`src/rtl/burst_addr_seq.sv`:
```
module burst_addr_seq #(
  parameter int AW = 16
) (
  input  logic          clk,
  input  logic          rst,
  input  logic          load,
  input  logic          adv_n,
  input  logic          order_sel,
  input  logic [AW-1:0] ext_addr,
  output logic [AW-1:0] addr,
  output logic [1:0]    beat
);
  localparam int HW = AW - 2;

  logic [HW-1:0] base_q;
  logic [1:0]    start_q;
  logic [1:0]    cnt_q;
  logic [1:0]    low;

  always_ff @(posedge clk) begin
    if (rst) begin
      base_q  <= '0;
      start_q <= '0;
      cnt_q   <= '0;
    end else if (load) begin
      base_q  <= ext_addr[AW-1:2];
      start_q <= ext_addr[1:0];
      cnt_q   <= '0;
    end else if (!adv_n) begin
      cnt_q   <= cnt_q + 2'd1;
    end
  end

  assign low  = order_sel ? (start_q ^ cnt_q) : (start_q + cnt_q);
  assign addr = {base_q, low};
  assign beat = cnt_q;

  AST_RESET_CLEARS: assert property (@(posedge clk) rst |=> (addr == '0 && beat == 2'd0));
  AST_LOAD_CAPTURE: assert property (@(posedge clk) disable iff (rst)
    load |=> (addr == $past(ext_addr) && beat == 2'd0));
  AST_ADV_STEP: assert property (@(posedge clk) disable iff (rst)
    (!load && !adv_n) |=> (beat == $past(beat) + 2'd1));
  AST_HOLD: assert property (@(posedge clk) disable iff (rst)
    (!load && adv_n && $stable(order_sel)) |=> $stable(addr) && $stable(beat));
  AST_UPPER_FIXED: assert property (@(posedge clk) disable iff (rst)
    (!load && !adv_n) |=> addr[AW-1:2] == $past(addr[AW-1:2]));
endmodule

```
`config.mk`:
```
export PLATFORM = sky130hd
export DESIGN_NAME = burst_addr_seq
export DESIGN_NICKNAME = d
export VERILOG_FILES = /design/src/rtl/burst_addr_seq.sv
export SDC_FILE = /design/constraint.sdc
export NUM_CORES = 1
export LEC_CHECK = 0
export ABC_AREA = 1
export BUFFER_PORTS_ARGS = -buffer_cell sky130_fd_sc_hd__buf_2
export CORE_UTILIZATION = 37
export CTS_BUF_LIST = sky130_fd_sc_hd__clkbuf_16
export DETAILED_ROUTE_END_ITERATION = 7
export PLACE_DENSITY = 0.71
export SLEW_MARGIN = 25
export SYNTH_ARGS = -nofsm -noshare
export SYNTH_HDL_FRONTEND = slang
export SYNTH_SLANG_ARGS = --single-unit
```
`constraint.sdc`:
```
create_clock -name clk -period 0.9 [get_ports clk]
set_input_delay 0.18 -clock clk [delete_from_list [all_inputs] [get_ports clk]]
set_output_delay 0.18 -clock clk [all_outputs]
set_load 0.005 [all_outputs]
```
==> summary.md, run 1 <==
| Metric | Value |
|---|---|
| Setup Skew | `about 0.52 ps` |
| Post-route design area | `~1100 um^2` |
| Final antenna-violating net count | `0` |
| HP Start | `ext_addr[3]` |
| Final-report hold violation count | `0` |
| Placed Area | `approximately 950 um^2` |
| First-pass GRT wire length | `2550 um` |
| Crit-path cells | `ha_4 > inv_2 > nor2_1 > nand3_1 > nand2_1 > inv_1 > buf_2` |
| Vias in the first global route | `between 600 and 700` |
| Ys async rst share | `0` |
| Sequential area share after synthesis | `0.516` |
| DRC violations left | `0` |
| GRT Total Usage | `0.179` |
| Failing checks | `setup timing` |
| Ratio of cells with drive above 1 in the final layout | `0.390` |
| Total CTS buffers | `3` |
| I/O pins | `39` |
| Syn Area/Cell | `about 7.3 um^2` |
| CP Buf/Inv Count | `3` |
| H-tree Lvls | `1` |
| Initial core utilization | `0.400` |
| Slowest cell on crit path | `dfxtp_2` |
| Die Y | `between 40 and 50 um` |
| Post-synth EDFFs | `0` |
| Clock Path Buffers | `2` |
| Endpoints failing setup | `4` |
| Fmax | `approximately 0.78 GHz` |
| Drt wl/cell | `9.84 um` |
| Max Slew Vio Count | `0` |
| Vias | `between 700 and 800` |
| I/O Buffers | `38` |
| Yosys warning count | `0` |
| Post-Syn Nets | `~120` |
| Max_cap viols | `0` |
| GP Congestion | `approximately 0.67` |
| CP Max Fanout | `2` |
| Synthesized flop and latch total | `18` |
| Final hold slack | `between 150 and 200 ps` |
| Top_reg_cell synth | `dfxtp_1` |
| Maximum VDD drop | `around 1.1 mV` |
| Setup TNS | `-763 ps` |
| Initial DRC count | `12` |
| Leakage | `approximately 0.55 nW` |
| Met2 Track Usage GR | `0.283` |
| Layout Cells excl Fill | `around 170` |
| DRT Pass-1 Iters | `4` |
| Core Rows | `15` |
| CP Class | `flop to output pin` |
| PwrDens | `1900 nW/um^2` |
| Synth cell count leaders | `nor2_1, dfxtp_1, o21ai_0, inv_1, nand2_1` |
| Die W | `about 45 um` |
| Crit path max-delay family | `flip-flops` |
| Total power | `~2.0 mW` |
| Unrepaired setup endpoints after global routing | `yes` |
| Crit path from | `start_q[0]$_SDFFE_PP0P_` |
| Status | `complete, but fails checks` |
| Top cell type's share of synthesized area | `0.516` |
| Worst flop-to-flop path startpoint | `beat[0]$_SDFFE_PP0N_` |
| Clk_lat worst skew | `between 200 and 300 ps` |
| Clock Sinks | `18` |
| Setup ws final | `-382 ps` |
| Final HPWL DP | `between 1000 and 1500 um` |
| Worst Path Required | `about 720 ps` |
| Fin util | `0.607` |
| Slew @ Worst Pin | `~280 ps` |
| CTS tree | `yes` |
| Hold crit path type | `input pin to flop` |
| Crit path DAT | `around 1100 ps` |
| Syn Inst Count | `95` |
| Core area | `roughly 1700 um^2` |
| Mapped cell area | `approximately 700 um^2` |
| Most frequent cell after synthesis | `nor2_1` |
| Relative slew slack | `0.812` |
| Synth top area cells | `dfxtp_1, nor2_1, o21ai_0, inv_1, nand2_1` |
| Antenna fix cells | `0` |
| Layout Nets | `roughly 160` |
| # hold bufs at CTS | `0` |
| Fin crit share | `1.42` |
| Final WL | `roughly 1600 um` |
| Placed Cells | `~160` |
| Die ar. | `2060 um^2` |
| Dpl ws | `-123 ps` |
| Clock transition at path regs | `roughly 50 ps` |
| M1 GR Usage | `0.215` |
| Grt met3 use | `0.0357` |
| Total gr overflow | `0` |
| Yosys top cell by area | `dfxtp_1` |
| Vias per inst | `~4.3` |
| Busiest grt layer | `met2` |
| Worst path max stage delay | `340 ps` |
| Initial antenna violation count | `0` |
| Clock period minus worst slack | `1280 ps` |
| Crit end category | `output pin` |
| Clk root buf | `clkbuf_16` |
| Area grow syn2layout | `51.8%` |
| Synth cell types | `12` |
| Pin count of the biggest net entering global routing | `18` |
| Crit path launch type | `flop` |
-- path summary, 6_finish.rpt --
check / to / slack, ps / cells past startpoint
worst max-delay path: addr[1] / -380 / 7
worst min-delay path: base_q[1]$_SDFFE_PP0P_ / 150 / 3
worst max register to register: beat[1]$_SDFFE_PP0N_ / 40 / 6
worst min register to register: base_q[7]$_SDFFE_PP0P_ / 490 / 2
-- final cells by class --
| cell class | instances | area (um^2) |
|---|---|---|
| Clock buffer | 3 | 75.1 |
| Clock inverter | 1 | 3.75 |
| Fill cell | 166 | 686 |
| Inverter | 9 | 33.8 |
| Multi-Input combinational cell | 65 | 293 |
| Sequential cell | 18 | 364 |
| Tap cell | 25 | 31.3 |
| Timing Repair Buffer | 45 | 259 |
-- repair_timing --
item,4_1_cts,5_1_grt
gates resized for setup,6,0
setup buffers,1,0
setup endpoints to repair,5,5
-- cells in the final DEF, fill, tap and decap left out --
cell type and count:
dfxtp_2 3, a21oi_1 1, ha_4 1, inv_2 2, buf_4 6, o21ai_0 17
buf_6 3, nor2_1 35, dfxtp_1 15, inv_1 7, nand2_1 8, nand3_1 2
nor2_2 1, clkinv_1 1, buf_2 36, clkbuf_16 3
-- sequential cells by signal, summed over array words and instances (netlist names) --
name	count
base_q	14
beat	2
start_q	2
-- where the power goes --
part,switching [mW],total [mW],internal [mW]
registers,0.0253,0.877,0.852
logic,0.119,0.249,0.130
clock network,0.295,0.886,0.590
total,0.440,2.01,1.57
-- metal layers --
| layer | wire length, um | part of all wire | up-vias |
|---|---|---|---|
| li1 | - | - | 391 |
| met1 | 791 | 0.48 | 305 |
| met2 | 753 | 0.46 | 22 |
| met3 | 52 | 0.032 | 4 |
| met4 | 38 | 0.023 | 0 |
| met5 | 0 | 0 | - |
-- cell families after synthesis --
group	synth area share
AND/OR/NAND/NOR	0.251
AO/OA/AOI/OAI	0.129
flip-flops	0.516
buffers and inverters	0.0860
adder cells (fa/ha/maj)	0.0179
-- tightest hold or removal path: stages --
cell	delay, ps
buf_2	70
nor2_1	30
nor2_1	80
Power figures use the tool's default switching activity.
==> inputs of run 2 (changes only) <==
--- a/config.mk
+++ b/config.mk
@@ -5,12 +5,11 @@
 export SDC_FILE = /design/constraint.sdc
 export NUM_CORES = 1
 export LEC_CHECK = 0
-export ABC_AREA = 1
 export BUFFER_PORTS_ARGS = -buffer_cell sky130_fd_sc_hd__buf_2
-export CORE_UTILIZATION = 37
+export CORE_UTILIZATION = 38
 export CTS_BUF_LIST = sky130_fd_sc_hd__clkbuf_16
 export DETAILED_ROUTE_END_ITERATION = 7
-export PLACE_DENSITY = 0.71
+export PLACE_DENSITY = 0.73
 export SLEW_MARGIN = 25
 export SYNTH_ARGS = -nofsm -noshare
 export SYNTH_HDL_FRONTEND = slang
==> summary.md, run 2 <==
| Metric | Value |
|---|---|
| Status | `complete, but fails checks (unchanged)` |
| Failing checks | `setup timing (unchanged)` |
| Top reg by flops | `base_q (unchanged)` |
| Clock Sinks | `18 (unchanged)` |
| Most frequent cells in the layout | `buf_2, mux2i_1, nor2_1 (was buf_2, nor2_1, o21ai_0)` |
| Fill cells | `155 (was 166)` |
| Comb power frac | `0.129 (was 0.124)` |
| Hold crit path type | `input pin to flop (unchanged)` |
| Sequential standard cell area | `365 um^2 (was 364 um^2)` |
| Area grow syn2layout | `54.6% (was 51.8%)` |
| CP Buf/Inv Count | `1 (was 3)` |
| Top_reg_cell synth | `dfxtp_1 (unchanged)` |
| Core Rows | `15 (unchanged)` |
| Net Sw Frac | `0.207 (was 0.218)` |
| Synth top area cells | `dfxtp_1, mux2i_1, nor2_1, xnor2_1, nor4_4 (was dfxtp_1, nor2_1, o21ai_0, inv_1, nand2_1)` |
| Final antenna-violating net count | `0 (unchanged)` |
| Endpoints failing setup | `6 (was 4)` |
| Clk root buf | `clkbuf_16 (unchanged)` |
| Die Y | `45.2 um (was 45.4 um)` |
| Syn Area/Cell | `11.2 um^2 (was 7.35 um^2)` |
| I/O pins | `39 (unchanged)` |
| Crit path max-delay family | `flip-flops (unchanged)` |
| Initial DRC count | `7 (was 12)` |
| Clock transition at path regs | `50 ps (about the same)` |
| Yosys top cell by area | `dfxtp_1 (unchanged)` |
| Vias | `592 (was 722)` |
| Final HPWL DP | `1020 um (was 1180 um)` |
| DRC violations left | `0 (unchanged)` |
| Placed Area | `930 um^2 (was 953 um^2)` |
| Initial antenna violation count | `0 (unchanged)` |
| GRT Total Usage | `0.138 (was 0.179)` |
| Initial core utilization | `0.406 (was 0.400)` |
| Drt wl/cell | `10.8 um (was 9.84 um)` |
| Vias per inst | `4.48 (was 4.35)` |
| Sw Pwr | `0.415 mW (was 0.440 mW)` |
| H-tree Lvls | `1 (unchanged)` |
| Maximum VDD drop | `1.27 mV (was 1.13 mV)` |
| CTS tree | `yes (unchanged)` |
| Setup TNS | `-1370 ps (was -763 ps)` |
| First-pass GRT wire length | `2070 um (was 2550 um)` |
| Post-synth EDFFs | `0 (unchanged)` |
| Relative slew slack | `0.678 (was 0.812)` |
| Crit end category | `output pin (unchanged)` |
| GP Congestion | `0.646 (was 0.670)` |
| Layout Cells excl Fill | `132 (was 166)` |
| Worst path max stage delay | `330 ps (was 340 ps)` |
| Clk network pwr share | `0.435 (was 0.440)` |
| PwrDens | `1830 nW/um^2 (was 1900 nW/um^2)` |
| Crit path launch type | `flop (unchanged)` |
| Leakage | `0.555 nW (was 0.552 nW)` |
| Ys async rst share | `0 (unchanged)` |
| Internal power | `1.58 mW (was 1.57 mW)` |
| Top cell type's share of synthesized area | `0.509 (was 0.516)` |
| Layout Nets | `130 (was 164)` |
| Antenna fix cells | `0 (unchanged)` |
| Synth cell types | `12 (unchanged)` |
| Reg power frac | `0.436 (about the same)` |
| Crit-path cells | `ha_4 > nor2b_4 > xnor2_2 > buf_2 (was ha_4 > inv_2 > nor2_1 > nand3_1 > nand2_1 > inv_1 > buf_2)` |
| CP Max Fanout | `2 (unchanged)` |
| Vias in the first global route | `512 (was 609)` |
| Clock period minus worst slack | `1250 ps (was 1280 ps)` |
| Placed Cells | `125 (was 161)` |
| Post-Syn Nets | `85 (was 117)` |
| Die W | `45.2 um (was 45.4 um)` |
| I/O Buffers | `38 (unchanged)` |
| Setup Skew | `0.973 ps (was 0.524 ps)` |
| Fmax | `0.800 GHz (was 0.780 GHz)` |
| Largest register FFs | `14 (unchanged)` |
| Synthesized flop and latch total | `18 (unchanged)` |
| Synth cell count leaders | `dfxtp_1, mux2i_1, nor2_1, xnor2_1 (was nor2_1, dfxtp_1, o21ai_0, inv_1, nand2_1)` |
| Yosys warning count | `0 (unchanged)` |
| Final-report hold violation count | `0 (unchanged)` |
| Mapped cell area | `708 um^2 (was 698 um^2)` |
| DRT Pass-1 Iters | `2 (was 4)` |
| Most frequent cell after synthesis | `dfxtp_1 (was nor2_1)` |
| Ratio of cells with drive above 1 in the final layout | `0.551 (was 0.390)` |
| Pin count of the biggest net entering global routing | `19 (was 18)` |
| Core area | `1750 um^2 (unchanged)` |
| Slew @ Worst Pin | `484 ps (was 281 ps)` |
| Max_cap viols | `0 (unchanged)` |
| CP Class | `flop to output pin (unchanged)` |
| Final WL | `1430 um (was 1630 um)` |
| Clock Path Buffers | `2 (unchanged)` |
| Unrepaired setup endpoints after global routing | `yes (unchanged)` |
| Fin crit share | `1.39 (was 1.42)` |
| Total power | `2.00 mW (was 2.01 mW)` |
| Multi-input logic area | `354 um^2 (was 293 um^2)` |
| Post-route design area | `1090 um^2 (was 1060 um^2)` |
| # hold bufs at CTS | `0 (unchanged)` |
| Worst Path Required | `720 ps (about the same)` |
| Die ar. | `2040 um^2 (was 2060 um^2)` |
| Total gr overflow | `0 (unchanged)` |
| Crit path DAT | `1070 ps (was 1100 ps)` |
| Most common cell after layout, fill and taps aside | `buf_2 (unchanged)` |
| Setup ws final | `-351 ps (was -382 ps)` |
| Max Slew Vio Count | `0 (unchanged)` |
| Syn Inst Count | `63 (was 95)` |
| Total CTS buffers | `3 (unchanged)` |
| Clk_lat worst skew | `240 ps (was 250 ps)` |
| Sequential area share after synthesis | `0.509 (was 0.516)` |
| Slowest cell on crit path | `dfxtp_2 (unchanged)` |
-- run 2: path summary, 6_finish.rpt --
kind / start / endpoint / slack (ps) / cells after the start
setup / recovery: start_q[0]$_SDFFE_PP0P_ / addr[1] / -350 / 4
hold / removal: ext_addr[12] / base_q[10]$_SDFFE_PP0P_ / 170 / 3
setup reg to reg: beat[0]$_SDFFE_PP0N_ / beat[0]$_SDFFE_PP0N_ / -280 / 5
hold reg to reg: base_q[10]$_SDFFE_PP0P_ / base_q[10]$_SDFFE_PP0P_ / 490 / 2
-- run 2: cells by family (layout without fill, tap and decap cells) --
family / Yosys count / in the layout / synth area share
buffers and inverters: 4 / 48 / 0.0583
adders and majority gates: 1 / 1 / 0.0177
muxes: 16 / 16 / 0.226
DFF: 18 / 18 / 0.509
and+or+nand+nor: 21 / 21 / 0.152
xor gates and xnor gates: 3 / 3 / 0.0371
-- run 2: power groups by stage --
stage	combinational (mW)	sequential [mW]	clock [mW]
finish	0.258	0.870	0.870
global route	0.281	0.874	0.905
CTS	0.242	0.869	0.886
detailed placement	0.228	0.883	0
global placement	0.221	0.880	0
floorplan	0.129	0.887	0
-- run 2: per-stage QoR --
stage                     setup slack [ps]   util  hold slack, ps
after CTS                             -361  0.592             176
after floorplan                      -21.5      -             327
after detailed placement              -144  0.533             428
after global routing                  -394  0.627             185
final                                 -351  0.627             174
after global placement                -119  0.533             414
-- run 2: per-layer routing --
metal | track usage | share of wire | up-vias
met1 | 0.177 | 0.43 | 277
li1 | - | - | 298
met5 | 0 | 0 | -
met4 | 0.0545 | 0.010 | 0
met3 | 0.0240 | 0.025 | 2
met2 | 0.229 | 0.54 | 15
-- run 2: cell type report --
type | instances | share of cell area
clock buffers | 3 | 0.0686
repair buffers | 44 | 0.242
clock inverters | 1 | 0.00343
flip-flops and latches | 18 | 0.334
well taps | 25 | 0.0286
multi-input cells | 41 | 0.323
-- run 2: what timing repair did --
| action | in CTS | in global routing |
|---|---|---|
| setup endpoints to repair | 3 | 7 |
| resized for setup | 3 | 10 |
| setup buffers | 1 | 2 |
| pin swaps | 2 | 2 |
-- run 2: worst min-delay path: stages --
cell and delay, ps:
buf_2 80, mux2i_1 50, nor2_1 70
